===== src/rtl/hbs_pkg.sv =====
// Package: shared types for the host bus slave.
// Holds the bus-mode codes, the transfer state encoding and the region codes.
package hbs_pkg;

    typedef enum logic [1:0] {
        BUS_SPLIT = 2'd0,
        BUS_DSTRB = 2'd1,
        BUS_SYNC  = 2'd2
    } bus_mode_e;

    typedef enum logic [1:0] {
        ST_IDLE = 2'd0,
        ST_WAIT = 2'd1,
        ST_DONE = 2'd2
    } xfer_state_e;

    localparam logic [1:0] RGN_CTRL = 2'd0;
    localparam logic [1:0] RGN_MSG  = 2'd1;
    localparam logic [1:0] RGN_TRC  = 2'd2;

endpackage


===== src/rtl/hbs_sync.sv =====
// Module: hbs_sync
// Two-flop synchronizer for a vector of active-low bus controls.
// Assumes each bit is an independent level; after reset the outputs read all ones (inactive).
module hbs_sync #(
    parameter int W = 5
) (
    input  logic         clk,
    input  logic         rst_n,
    input  logic [W-1:0] d_in,
    output logic [W-1:0] d_out
);
    logic [W-1:0] stage1;

    // Shift the asynchronous inputs through two clocked stages.
    always_ff @(posedge clk) begin
        if (!rst_n) begin
            stage1 <= '1;
            d_out  <= '1;
        end else begin
            stage1 <= d_in;
            d_out  <= stage1;
        end
    end
endmodule


===== src/rtl/hbs_bank.sv =====
// Module: hbs_bank
// One storage bank with a combinational read port and a clocked write port.
// Assumes DEPTH is a power of two no smaller than two.
module hbs_bank #(
    parameter int DEPTH  = 16,
    parameter int DATA_W = 16,
    localparam int IW    = $clog2(DEPTH)
) (
    input  logic              clk,
    input  logic              rst_n,
    input  logic              we,
    input  logic [IW-1:0]     idx,
    input  logic [DATA_W-1:0] wdata,
    output logic [DATA_W-1:0] rdata
);
    logic [DATA_W-1:0] mem [DEPTH];

    // Clear on reset, otherwise write the addressed word when enabled.
    always_ff @(posedge clk) begin
        if (!rst_n) begin
            for (int i = 0; i < DEPTH; i++) mem[i] <= '0;
        end else if (we) begin
            mem[idx] <= wdata;
        end
    end

    // Read the addressed word without delay.
    always_comb rdata = mem[idx];
endmodule


===== src/rtl/hbs_store.sv =====
// Module: hbs_store
// Address decoder over three banks: control registers, message buffer and trace buffer.
// The top two address bits pick the bank, and the fourth region is unmapped.
// Assumes every depth is a power of two that fits below the region bits.
module hbs_store #(
    parameter int ADDR_W = 8,
    parameter int DATA_W = 16,
    parameter int REG_N  = 8,
    parameter int MSG_N  = 16,
    parameter int TRC_N  = 16
) (
    input  logic              clk,
    input  logic              rst_n,
    input  logic              we,
    input  logic [ADDR_W-1:0] addr,
    input  logic [DATA_W-1:0] wdata,
    output logic [DATA_W-1:0] rd_word
);
    import hbs_pkg::*;

    localparam int NBANK = 3;

    logic [1:0]        region;
    logic [DATA_W-1:0] bank_q [NBANK];

    // Region select from the top address bits.
    always_comb region = addr[ADDR_W-1 -: 2];

    for (genvar g = 0; g < NBANK; g++) begin : g_bank
        localparam int D  = (g == 0) ? REG_N : ((g == 1) ? MSG_N : TRC_N);
        localparam int IW = $clog2(D);
        hbs_bank #(.DEPTH(D), .DATA_W(DATA_W)) u_bank (
            .clk   (clk),
            .rst_n (rst_n),
            .we    (we && (region == 2'(g))),
            .idx   (addr[IW-1:0]),
            .wdata (wdata),
            .rdata (bank_q[g])
        );
    end

    // Select the read word; the unmapped region reads as zero.
    always_comb begin
        case (region)
            RGN_CTRL: rd_word = bank_q[0];
            RGN_MSG:  rd_word = bank_q[1];
            RGN_TRC:  rd_word = bank_q[2];
            default:  rd_word = '0;
        endcase
    end
endmodule


===== src/rtl/hbs_ctrl.sv =====
// Module: hbs_ctrl
// Transfer sequencer: captures a decoded request, counts the wait states,
// raises completion, loads or commits data, and drops completion again.
// Assumes req is already in the clock domain and that wait_cfg is static while busy.
module hbs_ctrl #(
    parameter int ADDR_W = 8,
    parameter int DATA_W = 16,
    parameter int WAIT_W = 3
) (
    input  logic              clk,
    input  logic              rst_n,
    input  logic              sync_mode,
    input  logic [WAIT_W-1:0] wait_cfg,
    input  logic              req,
    input  logic              is_rd,
    input  logic [ADDR_W-1:0] addr,
    input  logic [DATA_W-1:0] wdata,
    input  logic [DATA_W-1:0] rd_word,
    output logic              ack_q,
    output logic              busy,
    output logic              we,
    output logic [ADDR_W-1:0] cap_addr,
    output logic [DATA_W-1:0] cap_wdata,
    output logic [DATA_W-1:0] rdata
);
    import hbs_pkg::*;

    xfer_state_e       state;
    logic [WAIT_W-1:0] cnt;
    logic              cap_rd;
    logic              last_wait;

    // Last wait cycle: completion is raised on the next edge.
    always_comb last_wait = (state == ST_WAIT) && (cnt == '0);

    // Write strobe to storage, aligned with the rise of completion.
    always_comb we = last_wait && !cap_rd;

    // Transfer in progress.
    always_comb busy = (state != ST_IDLE);

    // Sequence each transfer from capture through completion and release.
    always_ff @(posedge clk) begin
        if (!rst_n) begin
            state     <= ST_IDLE;
            cnt       <= '0;
            ack_q     <= 1'b0;
            cap_rd    <= 1'b0;
            cap_addr  <= '0;
            cap_wdata <= '0;
            rdata     <= '0;
        end else begin
            case (state)
                ST_IDLE: begin
                    if (req) begin
                        cap_addr  <= addr;
                        cap_wdata <= wdata;
                        cap_rd    <= is_rd;
                        cnt       <= wait_cfg;
                        state     <= ST_WAIT;
                    end
                end
                ST_WAIT: begin
                    if (cnt == '0) begin
                        ack_q <= 1'b1;
                        state <= ST_DONE;
                        if (cap_rd) rdata <= rd_word;
                    end else begin
                        cnt <= cnt - 1'b1;
                    end
                end
                default: begin
                    if (sync_mode || !req) begin
                        ack_q <= 1'b0;
                        state <= ST_IDLE;
                    end
                end
            endcase
        end
    end
endmodule


===== src/rtl/hostbus_slave.sv =====
// Module: hostbus_slave
// Host register bus slave with three bus styles and one mode-dependent completion pin.
// Assumes mode is static, and that the host holds address and write data
// stable while its strobe is active in the asynchronous modes.
module hostbus_slave #(
    parameter int ADDR_W = 8,
    parameter int DATA_W = 16,
    parameter int WAIT_W = 3,
    parameter int REG_N  = 8,
    parameter int MSG_N  = 16,
    parameter int TRC_N  = 16
) (
    input  logic              clk,
    input  logic              rst_n,
    input  logic [1:0]        mode,
    input  logic [WAIT_W-1:0] wait_cfg,
    input  logic              cs_n,
    input  logic              rd_n,
    input  logic              wr_n,
    input  logic              ds_n,
    input  logic              rnw,
    input  logic              ts_n,
    input  logic [ADDR_W-1:0] addr,
    input  logic [DATA_W-1:0] wdata,
    output logic [DATA_W-1:0] rdata,
    output logic              ack_pin
);
    import hbs_pkg::*;

    localparam int NSYNC = 5;

    logic [NSYNC-1:0]  s_ctl;
    logic              s_cs_n, s_rd_n, s_wr_n, s_ds_n, s_rnw;
    logic              sync_mode;
    logic              req, is_rd;
    logic              ack_q, busy, we;
    logic [ADDR_W-1:0] cap_addr;
    logic [DATA_W-1:0] cap_wdata;
    logic [DATA_W-1:0] rd_word;

    hbs_sync #(.W(NSYNC)) u_sync (
        .clk   (clk),
        .rst_n (rst_n),
        .d_in  ({cs_n, rd_n, wr_n, ds_n, rnw}),
        .d_out (s_ctl)
    );

    // Unpack the synchronized controls.
    always_comb {s_cs_n, s_rd_n, s_wr_n, s_ds_n, s_rnw} = s_ctl;

    // Modes 2 and 3 are the synchronous bus.
    always_comb sync_mode = mode[1];

    // Per-mode strobe decode into one request and one direction.
    always_comb begin
        if (sync_mode) begin
            req   = !cs_n && !ts_n;
            is_rd = rnw;
        end else if (mode == BUS_SPLIT) begin
            req   = !s_cs_n && (!s_rd_n || !s_wr_n);
            is_rd = !s_rd_n;
        end else begin
            req   = !s_cs_n && !s_ds_n;
            is_rd = s_rnw;
        end
    end

    hbs_ctrl #(.ADDR_W(ADDR_W), .DATA_W(DATA_W), .WAIT_W(WAIT_W)) u_ctrl (
        .clk       (clk),
        .rst_n     (rst_n),
        .sync_mode (sync_mode),
        .wait_cfg  (wait_cfg),
        .req       (req),
        .is_rd     (is_rd),
        .addr      (addr),
        .wdata     (wdata),
        .rd_word   (rd_word),
        .ack_q     (ack_q),
        .busy      (busy),
        .we        (we),
        .cap_addr  (cap_addr),
        .cap_wdata (cap_wdata),
        .rdata     (rdata)
    );

    hbs_store #(.ADDR_W(ADDR_W), .DATA_W(DATA_W), .REG_N(REG_N),
                .MSG_N(MSG_N), .TRC_N(TRC_N)) u_store (
        .clk     (clk),
        .rst_n   (rst_n),
        .we      (we),
        .addr    (cap_addr),
        .wdata   (cap_wdata),
        .rd_word (rd_word)
    );

    // Completion polarity: active high on the synchronous bus, active low otherwise.
    always_comb ack_pin = sync_mode ? ack_q : !ack_q;
endmodule


===== config.mk =====
export PLATFORM = sky130hd
export DESIGN_NAME = hostbus_slave
export DESIGN_NICKNAME = d
export VERILOG_FILES = /design/src/rtl/hbs_pkg.sv /design/src/rtl/hbs_sync.sv /design/src/rtl/hbs_bank.sv /design/src/rtl/hbs_store.sv /design/src/rtl/hbs_ctrl.sv /design/src/rtl/hostbus_slave.sv
export SDC_FILE = /design/constraint.sdc
export NUM_CORES = 1
export LEC_CHECK = 0
export BUFFER_PORTS_ARGS = -buffer_cell sky130_fd_sc_hd__buf_2
export CAP_MARGIN = 10
export CORE_MARGIN = 5
export CORE_UTILIZATION = 50
export DETAILED_ROUTE_END_ITERATION = 16
export PLACE_DENSITY = 0.7
export RECOVER_POWER = 25
export SYNTH_ARGS = -nofsm -noshare
export SYNTH_HDL_FRONTEND = slang
export SYNTH_SLANG_ARGS = --single-unit

===== constraint.sdc =====
create_clock -name clk -period 3.5 [get_ports clk]
set_input_delay 0.35 -clock clk [delete_from_list [all_inputs] [get_ports clk]]
set_output_delay 0.35 -clock clk [all_outputs]
set_load 0.01 [all_outputs]

-- Word level (Yosys, flattened, before mapping)
Memory sizes are Yosys's and may differ from the RTL's. A register that Yosys moved wholly into a read port is not among the register bits.
Index checks and enable logic that the tools add are counted.
- flip-flop bits (word level): 57
- bits in writable memories: 640
- input port bits: 37
- output and inout port bits: 17
- memories: 3
- add/subtract/negate cells: 1
- equality and inequality tests: 6
- muxes and demuxes: 41
- bitwise gates (word level): 1
- reduce and logical (&&, ||, !) cells: 34
- memory list (name ; words ; bits a word ; rd ports ; clocked after memory_dff ; wr ports ; line ; text):
    u_store.g_bank[1].u_bank.mem ; 16 ; 16 ; 1 ; 1 ; 16 ; hbs_bank.sv:16 ; logic [DATA_W-1:0] mem [DEPTH];
    u_store.g_bank[2].u_bank.mem ; 16 ; 16 ; 1 ; 1 ; 16 ; hbs_bank.sv:16 ;
    u_store.g_bank[0].u_bank.mem ; 8 ; 16 ; 1 ; 1 ; 8 ; hbs_bank.sv:16 ;
- operators with widths (kind ; number):
    2-to-1 mux 16 bit ; 3
    case mux 16 bit (3 select lines) ; 1
    OR reduction 16 bit ; 3
    2-to-1 mux 4 bit ; 6
    2-to-1 mux 1 bit ; 20
    2-to-1 mux 3 bit ; 5
    AND reduction 3 bit ; 4
    zero test 1 bit ; 9
    logical AND 1 bit ; 8
    zero test 2 bit ; 3
    2-to-1 mux 2 bit ; 3
    case mux 3 bit (2 select lines) ; 1
    equality test 2 x 1 -> 1 bit (second input constant) ; 2
    inequality test 2 bit (second input constant) ; 2
    case mux 2 bit (2 select lines) ; 1
    nonzero test 2 bit ; 2
    zero test 3 bit ; 1
    nonzero test 3 bit ; 1
    subtractor 3 x 1 -> 3 bit (second input constant) ; 1
    equality test 2 bit (second input constant) ; 1
    logical OR 1 bit ; 2
    inequality test 2 x 1 -> 1 bit (second input constant) ; 1
    case mux 1 bit (2 select lines) ; 1
    AND reduction 2 bit ; 1
    inverter 1 bit ; 1

-- Depth between registers and ports, before layout
Gate-level depths: netlist of run 1.
- depth in word-level cells: 9
- mapped depth: 11

-- Hierarchy
A second synthesis of run 1 with hierarchy kept.
- cells, all modules: 2093
- area total of the unflattened synthesis: 31918.1 sq um
- modules (own cells, without submodules) (module ; times used ; cells an instance ; area an instance (sq um) ; seq. area each (sq um)):
    hbs_bank at u_store.g_bank[1].u_bank ... ; 2 ; 724 ; 11697.5 ; 7687.4
    hbs_bank at u_store.g_bank[0].u_bank ; 1 ; 351 ; 5878.1 ; 3843.7
    hbs_ctrl ; 1 ; 223 ; 1913.1 ; 940.9
    hbs_store ; 1 ; 42 ; 404.1 ; 0.0
    hbs_sync ; 1 ; 20 ; 262.8 ; 200.2
    hostbus_slave ; 1 ; 9 ; 65.1 ; 0.0

-- Worst setup path before layout of run 1
OpenSTA, ideal clock, no wires.
- kind: register -> register
- from: register u_ctrl.cnt[0]
- to: memory u_store.g_bank[1].u_bank.mem[14][0], enable pin
- library setup time: 0.411 ns
- data arrival time: 2.917 ns
- data required time: 3.089 ns
- setup slack: 0.172 ns
- cell stages (with the launch flop): 9
- clock period less this slack: 3.328 ns
- path through: dfxtp_1 > inv_1 > ha_1 > and4bb_4 > nand3_2 > or4b_1 > buf_6 > buf_6 > o21ai_0
- RTL lines (item ; line ; text):
    start: declaration ; hbs_ctrl.sv:29 ; logic [WAIT_W-1:0] cnt;
    start signal: assignment ; hbs_ctrl.sv:59 ; cnt <= wait_cfg;
    start signal: assignment ; hbs_ctrl.sv:69 ; cnt <= cnt - 1'b1;
    end: declaration ; hbs_bank.sv:16 ;

==> flow_summary_export.csv, run 1 <==
group,metric,value,unit
clock_tree,numCtsBuffers,73,
timing,max_slew_margin,10.7,%
critical_path,critPathTopFamily,"buffers and inverters",
grt,grt_pass1_wl,121,mm
floorplanning,chipWidth,261,um
timing,setup_viol,0,
grt,grt_max_degree,43,
floorplanning,core-area,0.0629,mm2
outcome,status,"completed",
critical_path,cp_max_fo,16,
floorplanning,die-area,0.0683,mm2
timing,tightestPinTransition,1.34,ns
grt,track_usage,24.0,%
critical_path,cp_slowest_stage_delay,0.83,ns
floorplanning,ios,54,
run,max_cap_viol_count,0,
grt,met2_usage,39.5,%
grt,gr-usage-met1,32.7,%
clock_tree,cts.sinks,699,
final_layout,layout_commonest_cell,"edfxtp_1",
timing,min_period_over_period,88.9,%
clock_tree,cts_tree,"done",
clock_tree,htreeDepth,3,
clock_tree,clkLatencyLatePin,0.61,ns
synthesis,ys_seq_area_share,64.6,%
final_layout,utilization,56.4,%
route,vias,18700,
route,drt-initial-drc-count,2056,
floorplanning,die_h,261,um
synthesis,synthFlopType,"edfxtp_1",
synthesis,yosysUniqueCellTypes,60,
route,viasPerCell,5.83,
final_layout,final_cell_mix,"edfxtp_1 (640), and2_1 (576), mux4_2 (113)",
final_layout,layout-drive-gt1-share,17.6,%
synthesis,yosys_register_bits,699,
critical_path,startpoint_type,"register",
place,post-place-ws,0.629,ns
critical_path,crit_buf_inv,3,
place,globalplace.congestion,0.851,
timing,setup_ws,0.387,ns
critical_path,crit_required,3.72,ns
route,ant_nets,0,
place,port_buffers,51,
timing,finalSetupTns,0,ns
synthesis,synthArstFlopShare,0,%
route,drc,0,
final_layout,design_area,0.0354,mm2
pwr,powerDensity,508,mW/mm2
clock_tree,cts_root_buf,"clkbuf_16",
clock_tree,clk_transition_reported_paths,0.06,ns
synthesis,ys_warn_count,0,
pwr,report.power.total,0.0180,W
critical_path,cp-end-kind,"register",
final_layout,areaGrowthSynthToFinish,12.2,%
critical_path,cp_slowest_cell,"clkbuf_1",
final_layout,antenna_cells,0,
place,dpl.hpwl,50.6,mm
pwr,ir_drop,0.431,mV
worst_hold_path,hold_path.class,"in2reg",
route,wl,81.3,mm
pwr,p_leak,12.4,nW
route,first_pass_iters,5,
place,place_area,0.0331,mm2
grt,grt.overflow.total,0,
synthesis,synth_fp_nets,2269,
synthesis,syn_area_per_cell,14.2,um2
timing,clock-skew-final,0.0258,ns
floorplanning,start_util,50.3,%
critical_path,crit_type,"reg2reg",
timing,finalMaxSlewViolations,0,
floorplanning,rows,92,
final_layout,n_fill_cell,4989,
route,wl_per_cell,25.3,um
synthesis,synth-edff-count,640,
synthesis,syn-instance-count,2230,
final_layout,final_nets,2345,
grt,grtUsageMet3,3.48,%
critical_path,worstPathArrival,3.33,ns
synthesis,netlist_area,0.0316,mm2
timing,grt_setup_unrepaired,"false",
grt,grt_pass1_vias,18900,
grt,antenna_found_initial,0,
grt,gr-max-usage-layer,"met2",
clock_tree,cts_max_path_buffers,3,
timing,period_needed,3.11,ns
timing,hold_viol_final,0,
critical_path,crit_path_cell_trace,"inv_1, ha_1, and4bb_4, nand2_1, or4_1, buf_4, o21ai_1, clkbuf_1",
timing,fmax,0.321,GHz
path summary, 6_finish.rpt:
path,slack [ns],cells after the start,end,start
setup / recovery,0.39,8,u_store.g_bank[0].u_bank.mem[5][9],u_ctrl.cnt[0]
setup reg to reg,0.39,8,u_store.g_bank[0].u_bank.mem[5][9],u_ctrl.cnt[0]
hold reg to reg,0.40,1,u_sync.d_out[1],u_sync.stage1[1]
hold / removal,0.02,3,u_ctrl.cap_wdata[2],wdata[2]
final cells by class:
| cell class | instances | area, um2 | area share, % |
|---|---|---|---|
| inverter | 14 | 52.6 | 0.148 |
| multi-input combinational | 1318 | 10200 | 28.7 |
| tap | 846 | 1060 | 2.99 |
| clock inverter | 20 | 153 | 0.431 |
| sequential | 699 | 20400 | 57.6 |
| clock buffer | 110 | 2130 | 6.01 |
| timing repair buffer | 200 | 1450 | 4.08 |
per-stage QoR:
step / hold WS, ns / instances
2_1_floorplan: 0.386 / 2230
3_3_place_gp: 0.389 / 3053
3_5_place_dp: 0.394 / 3053
4_1_cts: 0.00264 / 3207
5_1_grt: 0.0250 / 3207
6_report: 0.0231 / 3207
worst reg2reg max path: cells and delay by family, from the launching register on:
| family | cells | cell delay, ns |
|---|---|---|
| compound gates | 1 | 0.17 |
| fa+ha+maj | 1 | 0.21 |
| buf+inv | 3 | 1.15 |
| flops | 1 | 0.29 |
| simple gates | 3 | 0.91 |
Yosys cell counts, types with 19 or more instances:
cell type	number	share of area, %
a21oi_1	61	0.97
a221oi_1	21	0.58
and2_1	642	13
buf_2	38	0.60
clkbuf_1	124	1.5
dfxtp_1	59	3.7
edfxtp_1	640	61
mux2_2	21	0.75
mux2i_1	58	1.8
mux4_2	113	8.1
nand2_1	81	0.96
nor2_1	43	0.51
nor2_2	20	0.40
nor2b_1	19	0.38
o21ai_0	49	0.78
o22ai_1	27	0.53
power breakdown:
group	internal (W)	total [W]	leakage, nW	switching (W)
logic	0.000382	0.00105	4.17	0.000671
clock network	0.00435	0.00748	1.12	0.00313
registers	0.00936	0.00947	7.08	0.000109
logic make-up after synthesis:
family          share of synthesized area, %
simple gates                            16.9
flops                                   64.6
mux                                     10.6
buf+inv                                 2.99
xor+xnor                              0.0277
fa+ha+maj                             0.0792
compound gates                          4.74
repair_timing:
action / CTS / global route
setup endpoints to repair: 0 / 0
endpoints found under the hold margin: 27 / 0
gates resized for setup: 0 / 0
hold buffers: 24 / 0
setup buffers: 0 / 0
registers in the layout, indices dropped and copies added (netlist names), named ones only:
name                       count
u_ctrl.cap_addr                6
u_ctrl.state                   2
u_sync.stage1                  5
u_ctrl.cap_wdata              16
u_ctrl.cnt                     3
u_sync.d_out                   5
u_ctrl.cap_rd                  1
u_ctrl.ack_q                   1
u_store.g_bank.u_bank.mem    640
u_ctrl.rdata                  16
metal layers:
layer | routed length [um] | share of wire, %
met5 | 0 | 0
met4 | 3090 | 3.8
met2 | 39800 | 49
met3 | 6110 | 7.5
met1 | 32200 | 40
Note: power is estimated with default switching activity, not from simulation.
==> inputs of run 2 (changes only) <==
- ABC_AREA: not set -> 1
==> flow_summary_export.csv, run 2 <==
group,metric,value,unit
final_layout,multi_input_area,0.00953,mm2
synthesis,synth-edff-count,640,
final_layout,utilization,54.8,%
route,wl_per_cell,19.8,um
synthesis,synthArstFlopShare,0,%
synthesis,yosysMostFrequentCell,"nand2_1",
timing,max_slew_margin,-34.2,%
route,drc,0,
timing,min_period_over_period,88.7,%
critical_path,r2r_slack,0.40,ns
timing,finalSetupTns,0,ns
pwr,seqPwrFrac,50.9,%
timing,period_needed,3.10,ns
critical_path,cp_slowest_stage_delay,0.67,ns
route,ant_nets,0,
final_layout,largest_reg_flops,640,
route,viasPerCell,5.47,
route,wl,86.0,mm
pwr,report.power.total,0.0186,W
clock_tree,cts_resized,0,
critical_path,cp-end-kind,"register",
final_layout,final_nets,3465,
clock_tree,post_cts_buffers,0,
synthesis,yosysUniqueCellTypes,32,
floorplanning,die-area,0.0695,mm2
place,port_buffers,51,
final_layout,antenna_cells,0,
grt,grt_pass1_vias,22300,
synthesis,netlist_area,0.0322,mm2
critical_path,cp_max_fo,17,
floorplanning,chipWidth,264,um
clock_tree,cts.sinks,699,
clock_tree,cts_max_path_buffers,3,
final_layout,final_cell_mix,"nand2_1 (861), nor2_1 (789), edfxtp_1 (640)",
route,drt-initial-drc-count,2919,
route,first_pass_iters,8,
clock_tree,clkLatencyLatePin,0.61,ns
critical_path,critPathMostFrequentCell,"nand2_1",
clock_tree,numCtsBuffers,72,
critical_path,crit_required,3.73,ns
pwr,switching_share,24.5,%
grt,grt_max_degree,129,
final_layout,n_fill_cell,5560,
synthesis,synth_fp_nets,3544,
clock_tree,cts_hold_buf,8,
synthesis,ys_warn_count,0,
synthesis,ys_seq_area_share,63.4,%
critical_path,crit_path_cell_trace,"inv_1, ha_1, nand3_1, nor2_2, nand2_1, nor3_4, buf_4, nand2_2, nand2_1",
grt,antenna_found_initial,0,
pwr,p_switching,0.00455,W
final_layout,seq_area,0.0204,mm2
pwr,ir_drop,0.433,mV
clock_tree,cts_root_buf,"clkbuf_16",
synthesis,yosys_register_bits,699,
outcome,violations,"max-capacitance violations, max-slew violations",
worst_hold_path,hp-start,"wdata[1]",
timing,hold_viol_final,0,
timing,setup_viol,0,
final_layout,regMostFlops,"u_store.g_bank.u_bank.mem",
final_layout,layout-drive-gt1-share,7.20,%
place,dpl.hpwl,49.1,mm
critical_path,crit_type,"reg2reg",
floorplanning,start_util,50.2,%
clock_tree,cts_tree,"done",
timing,finalMaxSlewViolations,68,
place,place_area,0.0328,mm2
critical_path,worstSetupStartpoint,"u_ctrl.cnt[0]",
critical_path,startpoint_type,"register",
pwr,powerDensity,529,mW/mm2
pwr,p_int,0.0140,W
pwr,power_frac_comb,8.8,%
final_layout,layout_commonest_cell,"nand2_1",
clock_tree,clk_transition_reported_paths,0.06,ns
synthesis,synthFlopType,"edfxtp_1",
final_layout,reg.largest.list,"u_store.g_bank.u_bank.mem x640, u_ctrl.cap_wdata x16, u_ctrl.rdata x16",
timing,clock-skew-final,0.0106,ns
pwr,p_clk_share,40.3,%
grt,track_usage,24.1,%
grt,grt_pass1_wl,130,mm
grt,grt.overflow.total,0,
run,max_cap_viol_count,1,
synthesis,syn-instance-count,3505,
floorplanning,die_h,264,um
synthesis,synth_top_area_share,59.7,%
critical_path,r2r-start,"u_ctrl.cnt[0]",
timing,tightestPinTransition,2.01,ns
synthesis,ys_top_cells_by_count,"nand2_1 (860), nor2_1 (789), edfxtp_1 (640)",
route,vias,23700,
worst_hold_path,hold_path.class,"in2reg",
place,globalplace.congestion,0.850,
timing,grt_setup_unrepaired,"false",
synthesis,synth.largest_area_cell,"edfxtp_1",
synthesis,synth_area_leaders,"edfxtp_1 (60%), nand2_1 (10%), nor2_1 (9.2%)",
clock_tree,htreeDepth,3,
final_layout,design_area,0.0352,mm2
critical_path,worstPathArrival,3.34,ns
floorplanning,ios,54,
critical_path,cp_slowest_cell,"nand2_1",
outcome,status,"finished, violations left",
floorplanning,core-area,0.0641,mm2
synthesis,syn_area_per_cell,9.18,um2
pwr,p_leak,13.8,nW
final_layout,areaGrowthSynthToFinish,9.26,%
timing,fmax,0.322,GHz
floorplanning,rows,93,
## run 2: changes by cell type in the layout (fill, tap and decap cells not counted), moves of 27 or more
cell / previous run / this run
mux4_2: 113 / 0
inv_1: 14 / 273
o22ai_1: 27 / 0
nor2_1: 46 / 789
o21ai_0: 16 / 109
and2_1: 576 / 0
buf_4: 103 / 36
nand3_1: 12 / 355
nand2_1: 81 / 861
and2_0: 66 / 0
o21ai_1: 33 / 0
mux2i_1: 58 / 1
## run 2: path summary, 6_finish.rpt
check                                        end  depth (start not counted)
min reg2reg                      u_sync.d_out[2]                          1
max          u_store.g_bank[1].u_bank.mem[11][8]                          9
max reg2reg  u_store.g_bank[1].u_bank.mem[11][8]                          9
min                          u_ctrl.cap_wdata[1]                          3
## run 2: logic make-up after synthesis
| kind of cell | Yosys count | synth area share (%) |
|---|---|---|
| flops | 699 | 63.4 |
| xor+xnor | 2 | 0.0545 |
| buf+inv | 553 | 6.97 |
| compound gates | 190 | 3.23 |
| simple gates | 2058 | 26.2 |
| fa+ha+maj | 2 | 0.0778 |
| mux | 1 | 0.0311 |
## run 2: area by class of cell
type | count | area share (%)
Inverter | 295 | 3.17
Timing Repair Buffer | 105 | 2.14
Clock inverter | 37 | 0.730
Clock buffer | 95 | 5.76
Tap cell | 855 | 3.04
Sequential cell | 699 | 58.1
Multi-Input combinational cell | 2253 | 27.1
## run 2: worst max-delay path, delay by kind of cell (launching register included)
family	cells	cell delay, ns
DFF	1	0.30
adders and majority gates	1	0.18
buffers and inverters	2	0.49
and+or+nand+nor	6	1.71
## run 2: layer usage
metal  part of all wire, %  global-route usage (%)
met1                    38                    32.0
met2                    48                    39.7
met3                   9.0                    4.12
met4                   4.6                    10.1
met5                     0                       0
## run 2: power by group through the flow
stage / registers [W] / clock network, W / logic, W
after floorplan: 0.00960 / 0 / 0.00106
after global placement: 0.00964 / 0 / 0.00159
after detailed placement: 0.00965 / 0 / 0.00161
after CTS: 0.00947 / 0.00754 / 0.00162
after global routing: 0.00950 / 0.00789 / 0.00178
final: 0.00947 / 0.00749 / 0.00164
## run 2: metrics by stage
step / hold slack (ns) / worst slack, ns / cells
3_5_place_dp: 0.397 / 0.567 / 4199
2_1_floorplan: 0.393 / 1.11 / 3505
5_1_grt: 0.0414 / 0.206 / 4339
4_1_cts: 0.000348 / 0.570 / 4339
6_report: 0.0177 / 0.397 / 4339
3_3_place_gp: 0.395 / 0.612 / 4199
